**src/rtl/tx_retry_pkg.sv**
```systemverilog
package tx_retry_pkg;

    typedef enum logic [1:0] {
        ST_IDLE = 2'd0,
        ST_TX   = 2'd1,
        ST_WAIT = 2'd2
    } tx_state_e;

    // loop_mode[1] set selects one of the two internal loopback variants
    function automatic logic loop_is_internal(input logic [1:0] mode);
        return mode[1];
    endfunction

endpackage

```
**src/rtl/retry_lfsr.sv**
```systemverilog
module retry_lfsr #(
    parameter int          W     = 16,
    parameter logic [W-1:0] TAPS = 16'hB400,
    parameter logic [W-1:0] SEED = 16'hACE1
) (
    input  logic         clk,
    input  logic         rst_n,
    output logic [W-1:0] rnd
);

    logic [W-1:0] state_d, state_q;

    always_comb begin
        state_d = state_q >> 1;
        if (state_q[0]) begin
            state_d = state_d ^ TAPS;
        end
    end

    always_ff @(posedge clk or negedge rst_n) begin
        if (!rst_n) begin
            state_q <= SEED;
        end else begin
            state_q <= state_d;
        end
    end

    assign rnd = state_q;

endmodule

```
**src/rtl/backoff_range.sv**
```systemverilog
module backoff_range #(
    parameter int RND_W  = 16,
    parameter int SLOT_W = 10,
    parameter int CNT_W  = 5
) (
    input  logic [RND_W-1:0]  rnd,
    input  logic [CNT_W-1:0]  attempt,
    output logic [SLOT_W-1:0] slots
);

    logic [SLOT_W-1:0] mask;
    logic [SLOT_W-1:0] folded;

    // bit i is allowed when i < min(attempt, SLOT_W)
    for (genvar i = 0; i < SLOT_W; i++) begin : g_mask
        assign mask[i] = (32'(attempt) > i);
    end

    assign folded = rnd[SLOT_W-1:0] ^ rnd[RND_W-1 -: SLOT_W];
    assign slots  = folded & mask;

endmodule

```
**src/rtl/backoff_timer.sv**
```systemverilog
module backoff_timer #(
    parameter int SLOT_W      = 10,
    parameter int SLOT_CYCLES = 64
) (
    input  logic              clk,
    input  logic              rst_n,
    input  logic              load,
    input  logic              clear,
    input  logic [SLOT_W-1:0] slots_in,
    output logic              expire
);

    localparam int CYC_W = (SLOT_CYCLES > 1) ? $clog2(SLOT_CYCLES) : 1;
    localparam logic [CYC_W-1:0] CYC_TOP = CYC_W'(SLOT_CYCLES - 1);

    typedef struct packed {
        logic              run;
        logic [SLOT_W-1:0] slots;
        logic [CYC_W-1:0]  cyc;
    } tmr_t;

    tmr_t tmr_d, tmr_q;

    always_comb begin
        tmr_d  = tmr_q;
        expire = tmr_q.run && (tmr_q.slots == '0);
        if (clear) begin
            tmr_d.run = 1'b0;
        end else if (load) begin
            tmr_d.run   = 1'b1;
            tmr_d.slots = slots_in;
            tmr_d.cyc   = CYC_TOP;
        end else if (tmr_q.run) begin
            if (tmr_q.slots == '0) begin
                tmr_d.run = 1'b0;
            end else if (tmr_q.cyc == '0) begin
                tmr_d.slots = tmr_q.slots - 1'b1;
                tmr_d.cyc   = CYC_TOP;
            end else begin
                tmr_d.cyc = tmr_q.cyc - 1'b1;
            end
        end
    end

    always_ff @(posedge clk or negedge rst_n) begin
        if (!rst_n) begin
            tmr_q <= '0;
        end else begin
            tmr_q <= tmr_d;
        end
    end

endmodule

```
**src/rtl/tx_retry_ctrl.sv**
```systemverilog
module tx_retry_ctrl
    import tx_retry_pkg::*;
#(
    parameter int ATTEMPT_LIMIT = 16,
    parameter int SLOT_CYCLES   = 64,
    parameter int BACKOFF_CAP   = 10,
    parameter int RND_W         = 16
) (
    input  logic       clk,
    input  logic       rst_n,
    input  logic       init_load,
    input  logic       cfg_no_retry,
    input  logic       cfg_force_coll,
    input  logic [1:0] loop_mode,
    input  logic       frame_start,
    input  logic       coll_det,
    input  logic       tx_done,
    output logic       attempt_go,
    output logic       frame_ok,
    output logic       retry_err
);

    localparam int CNT_W = $clog2(ATTEMPT_LIMIT + 1);
    localparam logic [CNT_W-1:0] LIMIT_FULL = CNT_W'(ATTEMPT_LIMIT);
    localparam logic [CNT_W-1:0] LIMIT_ONE  = CNT_W'(1);

    typedef struct packed {
        tx_state_e        state;
        logic [CNT_W-1:0] cnt;
        logic             no_retry;
        logic             attempt;
        logic             ok;
        logic             err;
    } ctl_t;

    ctl_t ctl_d, ctl_q;

    logic [RND_W-1:0]       rnd;
    logic [BACKOFF_CAP-1:0] slots;
    logic                   tmr_load;
    logic                   tmr_clear;
    logic                   tmr_expire;
    logic                   force_eff;
    logic                   collided;
    logic [CNT_W-1:0]       limit;

    retry_lfsr #(.W(RND_W)) u_lfsr (
        .clk   (clk),
        .rst_n (rst_n),
        .rnd   (rnd)
    );

    backoff_range #(
        .RND_W  (RND_W),
        .SLOT_W (BACKOFF_CAP),
        .CNT_W  (CNT_W)
    ) u_range (
        .rnd     (rnd),
        .attempt (ctl_q.cnt),
        .slots   (slots)
    );

    backoff_timer #(
        .SLOT_W      (BACKOFF_CAP),
        .SLOT_CYCLES (SLOT_CYCLES)
    ) u_timer (
        .clk      (clk),
        .rst_n    (rst_n),
        .load     (tmr_load),
        .clear    (tmr_clear),
        .slots_in (slots),
        .expire   (tmr_expire)
    );

    assign force_eff = cfg_force_coll && loop_is_internal(loop_mode);
    assign collided  = coll_det || force_eff;
    assign limit     = ctl_q.no_retry ? LIMIT_ONE : LIMIT_FULL;

    always_comb begin
        ctl_d         = ctl_q;
        ctl_d.attempt = 1'b0;
        ctl_d.ok      = 1'b0;
        ctl_d.err     = 1'b0;
        tmr_load      = 1'b0;
        tmr_clear     = 1'b0;

        if (init_load && ctl_q.state == ST_IDLE) begin
            ctl_d.no_retry = cfg_no_retry;
        end

        if (frame_start) begin
            ctl_d.state   = ST_TX;
            ctl_d.cnt     = LIMIT_ONE;
            ctl_d.attempt = 1'b1;
            tmr_clear     = 1'b1;
        end else begin
            unique case (ctl_q.state)
                ST_TX: begin
                    if (collided) begin
                        if (ctl_q.cnt >= limit) begin
                            ctl_d.err   = 1'b1;
                            ctl_d.state = ST_IDLE;
                            ctl_d.cnt   = '0;
                        end else begin
                            ctl_d.state = ST_WAIT;
                            tmr_load    = 1'b1;
                        end
                    end else if (tx_done) begin
                        ctl_d.ok    = 1'b1;
                        ctl_d.state = ST_IDLE;
                        ctl_d.cnt   = '0;
                    end
                end
                ST_WAIT: begin
                    if (tmr_expire) begin
                        ctl_d.state   = ST_TX;
                        ctl_d.cnt     = ctl_q.cnt + 1'b1;
                        ctl_d.attempt = 1'b1;
                    end
                end
                default: begin
                    ctl_d.state = ST_IDLE;
                end
            endcase
        end
    end

    always_ff @(posedge clk or negedge rst_n) begin
        if (!rst_n) begin
            ctl_q       <= '0;
            ctl_q.state <= ST_IDLE;
        end else begin
            ctl_q <= ctl_d;
        end
    end

    assign attempt_go = ctl_q.attempt;
    assign frame_ok   = ctl_q.ok;
    assign retry_err  = ctl_q.err;

endmodule

```
**config.mk**
```make
export PLATFORM = sky130hd
export DESIGN_NAME = tx_retry_ctrl
export DESIGN_NICKNAME = d
export VERILOG_FILES = /design/src/rtl/tx_retry_pkg.sv /design/src/rtl/retry_lfsr.sv /design/src/rtl/backoff_range.sv /design/src/rtl/backoff_timer.sv /design/src/rtl/tx_retry_ctrl.sv
export SDC_FILE = /design/constraint.sdc
export NUM_CORES = 1
export LEC_CHECK = 0
export BUFFER_PORTS_ARGS = -buffer_cell sky130_fd_sc_hd__clkbuf_2
export CAP_MARGIN = 5
export CORE_AREA = 3 3 67 69
export CTS_CLUSTER_SIZE = 25
export DETAILED_ROUTE_END_ITERATION = 8
export DIE_AREA = 0 0 70 72
export PLACE_DENSITY = 0.71
export SYNTH_ARGS = -nofsm -noshare
export SYNTH_HDL_FRONTEND = slang
export SYNTH_SLANG_ARGS = --single-unit
```
**constraint.sdc**
```tcl
create_clock -name clk -period 4.6 [get_ports clk]
set_clock_uncertainty 0.1 [all_clocks]
set_input_delay 0 -clock clk [delete_from_list [all_inputs] [get_ports clk]]
set_output_delay 0 -clock clk [all_outputs]
set_load 0.1 [all_outputs]
```
---- Yosys cells after proc, flatten, opt, wreduce, memory -nomap -nowiden ----
Index checks and enable logic that the tools add are counted.
storage, ports and cells
  output and inout bits ................... 3
  logic and storage cells ................. 79
  register bits after elaboration ......... 44
  input port bits ......................... 10
cells by class
  reduce and logical (&&, ||, !) cells .... 14
  $add $sub $neg .......................... 3
  eq/ne operators ......................... 6
  bitwise operators ....................... 4
  multiplexer cells ....................... 31
  order comparisons ....................... 11
operators with widths
  kind                                                            number
  2-to-1 mux 17 bit                                               2
  2-to-1 mux 16 bit                                               2
  2-to-1 mux 7 bit                                                4
  greater-than comparator 5 x 3 -> 1 bit (second input constant)  4
  2-to-1 mux 1 bit                                                14
  AND 10 bit                                                      1
  greater-than comparator 5 x 1 -> 1 bit (second input constant)  2
  greater-than comparator 5 x 2 -> 1 bit (second input constant)  2
  greater-than comparator 5 x 4 -> 1 bit (second input constant)  2
  zero test 10 bit                                                1
  2-to-1 mux 10 bit                                               1
  2-to-1 mux 5 bit                                                2
  one-hot mux 5 bit (2 select lines)                              1
  subtractor 10 x 1 -> 10 bit (second input constant)             1
  bitwise XOR 10 bit                                              1
  != test 4 bit (second input constant)                           2
  AND reduction 4 bit                                             2
  zero test 6 bit                                                 1
  2-to-1 mux 2 bit                                                3
  2-to-1 mux 6 bit                                                1
  subtractor 6 x 1 -> 6 bit (second input constant)               1
  adder 5 x 1 -> 5 bit (second input constant)                    1
  greater-or-equal comparator 5 bit                               1
  NOT 3 -> 4 bit                                                  1
  13 further kinds                                                16

---- Longest topological paths before layout ----
  word-level depth ........................ 8
  depth in mapped cells ................... 8
  depth with buffers taken out ............ 7

---- By module ----
Synthesis repeated with hierarchy kept, for this count alone.
unflattened totals
  cells, all modules ...................... 247
  area total of the unflattened synthesis .. 2,431.1 sq um
by module, submodules not included
  module         times used  cells each  area an instance (sq um)  sequential area each (sq um)
  backoff_timer  1           120         1,069.8                   425.4
  tx_retry_ctrl  1           64          635.6                     275.3
  retry_lfsr     1           32          534.3                     410.4
  backoff_range  1           31          191.4                     0.0

---- Worst setup path before layout ----
OpenSTA, ideal clock, no wires.
  kind .................................... reg2reg
  start ................................... reg ctl_q[4] in the netlist's numbering
  end ..................................... reg u_timer.tmr_q[6] in the netlist's numbering
  setup time .............................. 0.137 ns
  arrival ................................. 1.879 ns
  path buffers ............................ 1
  path slack .............................. 2.484 ns
  period minus slack after synthesis ...... 2.116 ns
  cell stages (with the launch flop) ...... 9
  data required time ...................... 4.363 ns
  cells stage by stage .................... dfrtp_1 inv_1 ha_1 nor4_1 a21o_1 nand3_1 clkbuf_1 nor2_1 a21oi_1
between the ends
  longest elaborated chain between the ends .. 7
  elaborated cells between the ends (all ways) .. 12
  classes of those cells .................. 2 x order compare; 1 x eq/ne; 5 x mux; 1 x bitwise; 3 x reduce/logical
RTL lines
  item                                                                  RTL line              text
  start: declaration                                                    tx_retry_ctrl.sv:36   ctl_t ctl_d, ctl_q;
  start signal: assignment                                              tx_retry_ctrl.sv:133  ctl_q <= ctl_d;
  greater-or-equal comparator 5 bit                                     tx_retry_ctrl.sv:100  if (ctl_q.cnt >= limit) begin
  2-to-1 mux 1 bit                                                      tx_retry_ctrl.sv:100
  2-to-1 mux 1 bit                                                      tx_retry_ctrl.sv:99   if (collided) begin
  2-to-1 mux 1 bit                                                      tx_retry_ctrl.sv:97   unique case (ctl_q.state)
  2-to-1 mux 1 bit                                                      tx_retry_ctrl.sv:91   if (frame_start) begin
  != test 2 bit (no source line) or nonzero test 2 bit (tied branches)  n/a
  AND reduction 4 bit (no source line)                                  n/a
  end signal: assignment                                                backoff_timer.sv:49   tmr_q <= tmr_d;
  end: declaration                                                      backoff_timer.sv:22   tmr_t tmr_d, tmr_q;
Parallel ways exist; a longest one is shown, timed or not.
A chain may end at the register's enable or synchronous reset.

---- Worst setup path in the final report ----
  start ................................... reg ctl_q[4] in the netlist's numbering
  end ..................................... reg u_timer.tmr_q[7] in the netlist's numbering
Same word-level chain as after synthesis.

==> results.toml <==
[setup_path]
end_kind = "register"
crit_chain = "inv_1 > ha_1 > nor4_1 > a21o_1 > nand3_1 > a21oi_1 > a31oi_1"
slowest_stage = "nand3_1"
arrival_ps = 3020
critical_path.top_delay_family = "simple AND/OR/NAND/NOR gates"
cp_num_buf_inv = 1
cp_max_fo = 28
cp-start-kind = "register"
ff2ff_setup_slack_ps = 1600
rr_worst_depth = 7
r2r-end = "u_timer.tmr_q[7]$_DFFE_PN0P_"
cp_slowest_stage_delay_ps = 690
critPathKind = "register to register"
r2r_start = "ctl_q[4]$_DFFE_PN0P_"
required_ps = 4620
cp_num_cells = 7

[layout]
multi_input_area_mm2 = 0.00110
syn2layout_area_growth_pct = 13.0
diodes = 0
fill_cells = 313
seq_area_mm2 = 0.00111
nNetsFinal = 269
layout-drive-gt1-share_pct = 12.7
layout_common_cells = "dfrtp_1 (36), a21oi_1 (20), o21ai_0 (19)"
final_common_cell = "dfrtp_1"

[min_path]
holdPathEnd = "u_lfsr.rnd[5]$_DFF_PN1_"
hold_path_class = "register to register"
hold_start = "u_lfsr.rnd[6]$_DFF_PN1_"
whs_path_depth = 0

[synth]
synth_ff_type = "dfrtp_1"
async_flop_share_pct = 100
ys_types = 45
synth_fp_nets = 247
synth_edf_count = 0
ys_ff_latch = 44
syn_inst = 228
synth_area_mm2 = 0.00227
yosys_warnings = 0
synth_seq_area_share_pct = 48.9
synth.avg_cell_area_um2 = 9.97

[timing]
setup_tns_ps = 0
worst_slew_pin_slew_ps = 1060
setup_viol = 0
timing.fmax_ghz = 0.334
rsz0062_at_grt = "no"
hold_viol_final = 0
relSlewSlack_pct = 29.3
post-route-period-util_pct = 65.2
slew_viol_final = 0
min_period_ps = 3000

[flow_run]
drv_cap = 0

[global_route]
antenna_found_initial = 0
grt_pass1_wl_um = 8020
grt_overflow_total = 0
grt_pass1_vias = 1708
grt_max_degree = 45
grtUsageTotal_pct = 20.3

[die]
fp.dieW_um = 70
die_y_um = 72
rows = 23
core_area_mm2 = 0.00397
initial_core_util_pct = 57.2
boundaryPins = 13
dieArea_mm2 = 0.00504

[place]
globalplace.congestion = 0.759
hpwl_um = 3230
io_buffers = 11

[clock_network]
cts-root-buf = "clkbuf_8"
cts_tree = "built"
clk_latency_ps = 290
cts_buffer_depth = 2
htree_levels = 2
cts_sinks = 44
path_clk_slew_ps = 80
cts_buffers = 5

[route]
wire_per_inst_um = 15.6
finalWirelength_um = 4690
drt-pass1-iter-count = 4
viasPerCell = 5.82
route.detailed.drc = 0
drt-initial-drc-count = 140
vias = 1752
detail-route-antenna-nets = 0

[power]
vdd_drop_max_mv = 0.196
p_per_area_mw_per_mm2 = 399
totalPowerFinal_uw = 1020
power_leakage_uw = 0.00115

[outcome]
outcome = "completed"
-- how the worst max path moves through the flow --
stage                                     from                            end  slack, ps
after floorplan           ctl_q[4]$_DFFE_PN0P_   u_timer.tmr_q[6]$_DFFE_PN0P_       2480
after global placement    ctl_q[4]$_DFFE_PN0P_   u_timer.tmr_q[7]$_DFFE_PN0P_       1610
after detailed placement  ctl_q[4]$_DFFE_PN0P_   u_timer.tmr_q[7]$_DFFE_PN0P_       1610
after CTS                 ctl_q[4]$_DFFE_PN0P_   u_timer.tmr_q[7]$_DFFE_PN0P_       1560
after global routing      ctl_q[4]$_DFFE_PN0P_  u_timer.tmr_q[13]$_DFFE_PN0P_       1310
final                     ctl_q[4]$_DFFE_PN0P_   u_timer.tmr_q[7]$_DFFE_PN0P_       1600
-- power by group --
part	leakage, uW	total [uW]	internal (uW)	switching, uW
registers	0.000525	520	445	74.7
logic	0.000571	217	101	116
clock network	0.0000552	287	161	126
-- synth_stat cells (5+ instances only) --
cell type | n | area [um^2]
dfrtp_1 | 36 | 901
nand3_1 | 7 | 35.0
xnor2_1 | 10 | 87.6
nor3_1 | 8 | 40.0
inv_1 | 11 | 41.3
o21ai_0 | 19 | 95.1
dfstp_2 | 8 | 210
nor2_1 | 16 | 60.1
ha_1 | 9 | 113
nand2_1 | 11 | 41.3
o31ai_1 | 5 | 37.5
a21oi_1 | 20 | 100
xor2_1 | 10 | 87.6
-- layer usage --
metal	vias to the layer above	GRT usage (%)	wire length, um
met2	35	34.0	2330
met5	-	0	0
li1	867	-	-
met3	4	3.32	185
met4	0	7.66	55
met1	846	26.7	2120
-- flip-flops by register name (all words and copies together) (netlist names) --
| name | cells |
|---|---|
| retry_err | 1 |
| ctl_q | 8 |
| u_timer.tmr_q | 17 |
| u_lfsr.rnd | 16 |
| attempt_go | 1 |
| frame_ok | 1 |
-- kinds of logic after synthesis --
| group | share of synthesized area (%) |
|---|---|
| xor gates and xnor gates | 7.71 |
| AOI/OAI and AO/OA | 17.3 |
| DFF | 48.9 |
| adders and majority gates | 4.96 |
| muxes | 0.496 |
| buffers and inverters | 2.70 |
| and+or+nand+nor | 17.9 |
-- stage by stage --
stage / hold slack, ps / setup WS, ps / utilization [%] / cells / instance area (um^2)
final: 292 / 1600 / 64.7 / 301 / 2570
after global routing: 299 / 1310 / 64.7 / 301 / 2570
after CTS: 294 / 1560 / 64.7 / 301 / 2570
after detailed placement: 141 / 1610 / 59.7 / 284 / 2370
after global placement: 136 / 1610 / 59.7 / 284 / 2370
after floorplan: -396 / 2480 / - / 228 / 2270
-- final cells by class --
| cell class | instances | area share, % |
|---|---|---|
| Multi-Input combinational cell | 168 | 42.8 |
| Sequential cell | 44 | 43.3 |
| Timing Repair Buffer | 20 | 5.65 |
| Clock inverter | 2 | 1.36 |
| Clock buffer | 6 | 2.83 |
| Tap cell | 50 | 2.44 |
| Inverter | 11 | 1.61 |
-- timing repair --
action	4_1_cts	5_1_grt
resized for setup	0	0
buffers inserted	0	0
endpoints found under the hold margin	41	0
hold buffers	9	0
(Power assumes the default switching activity.)
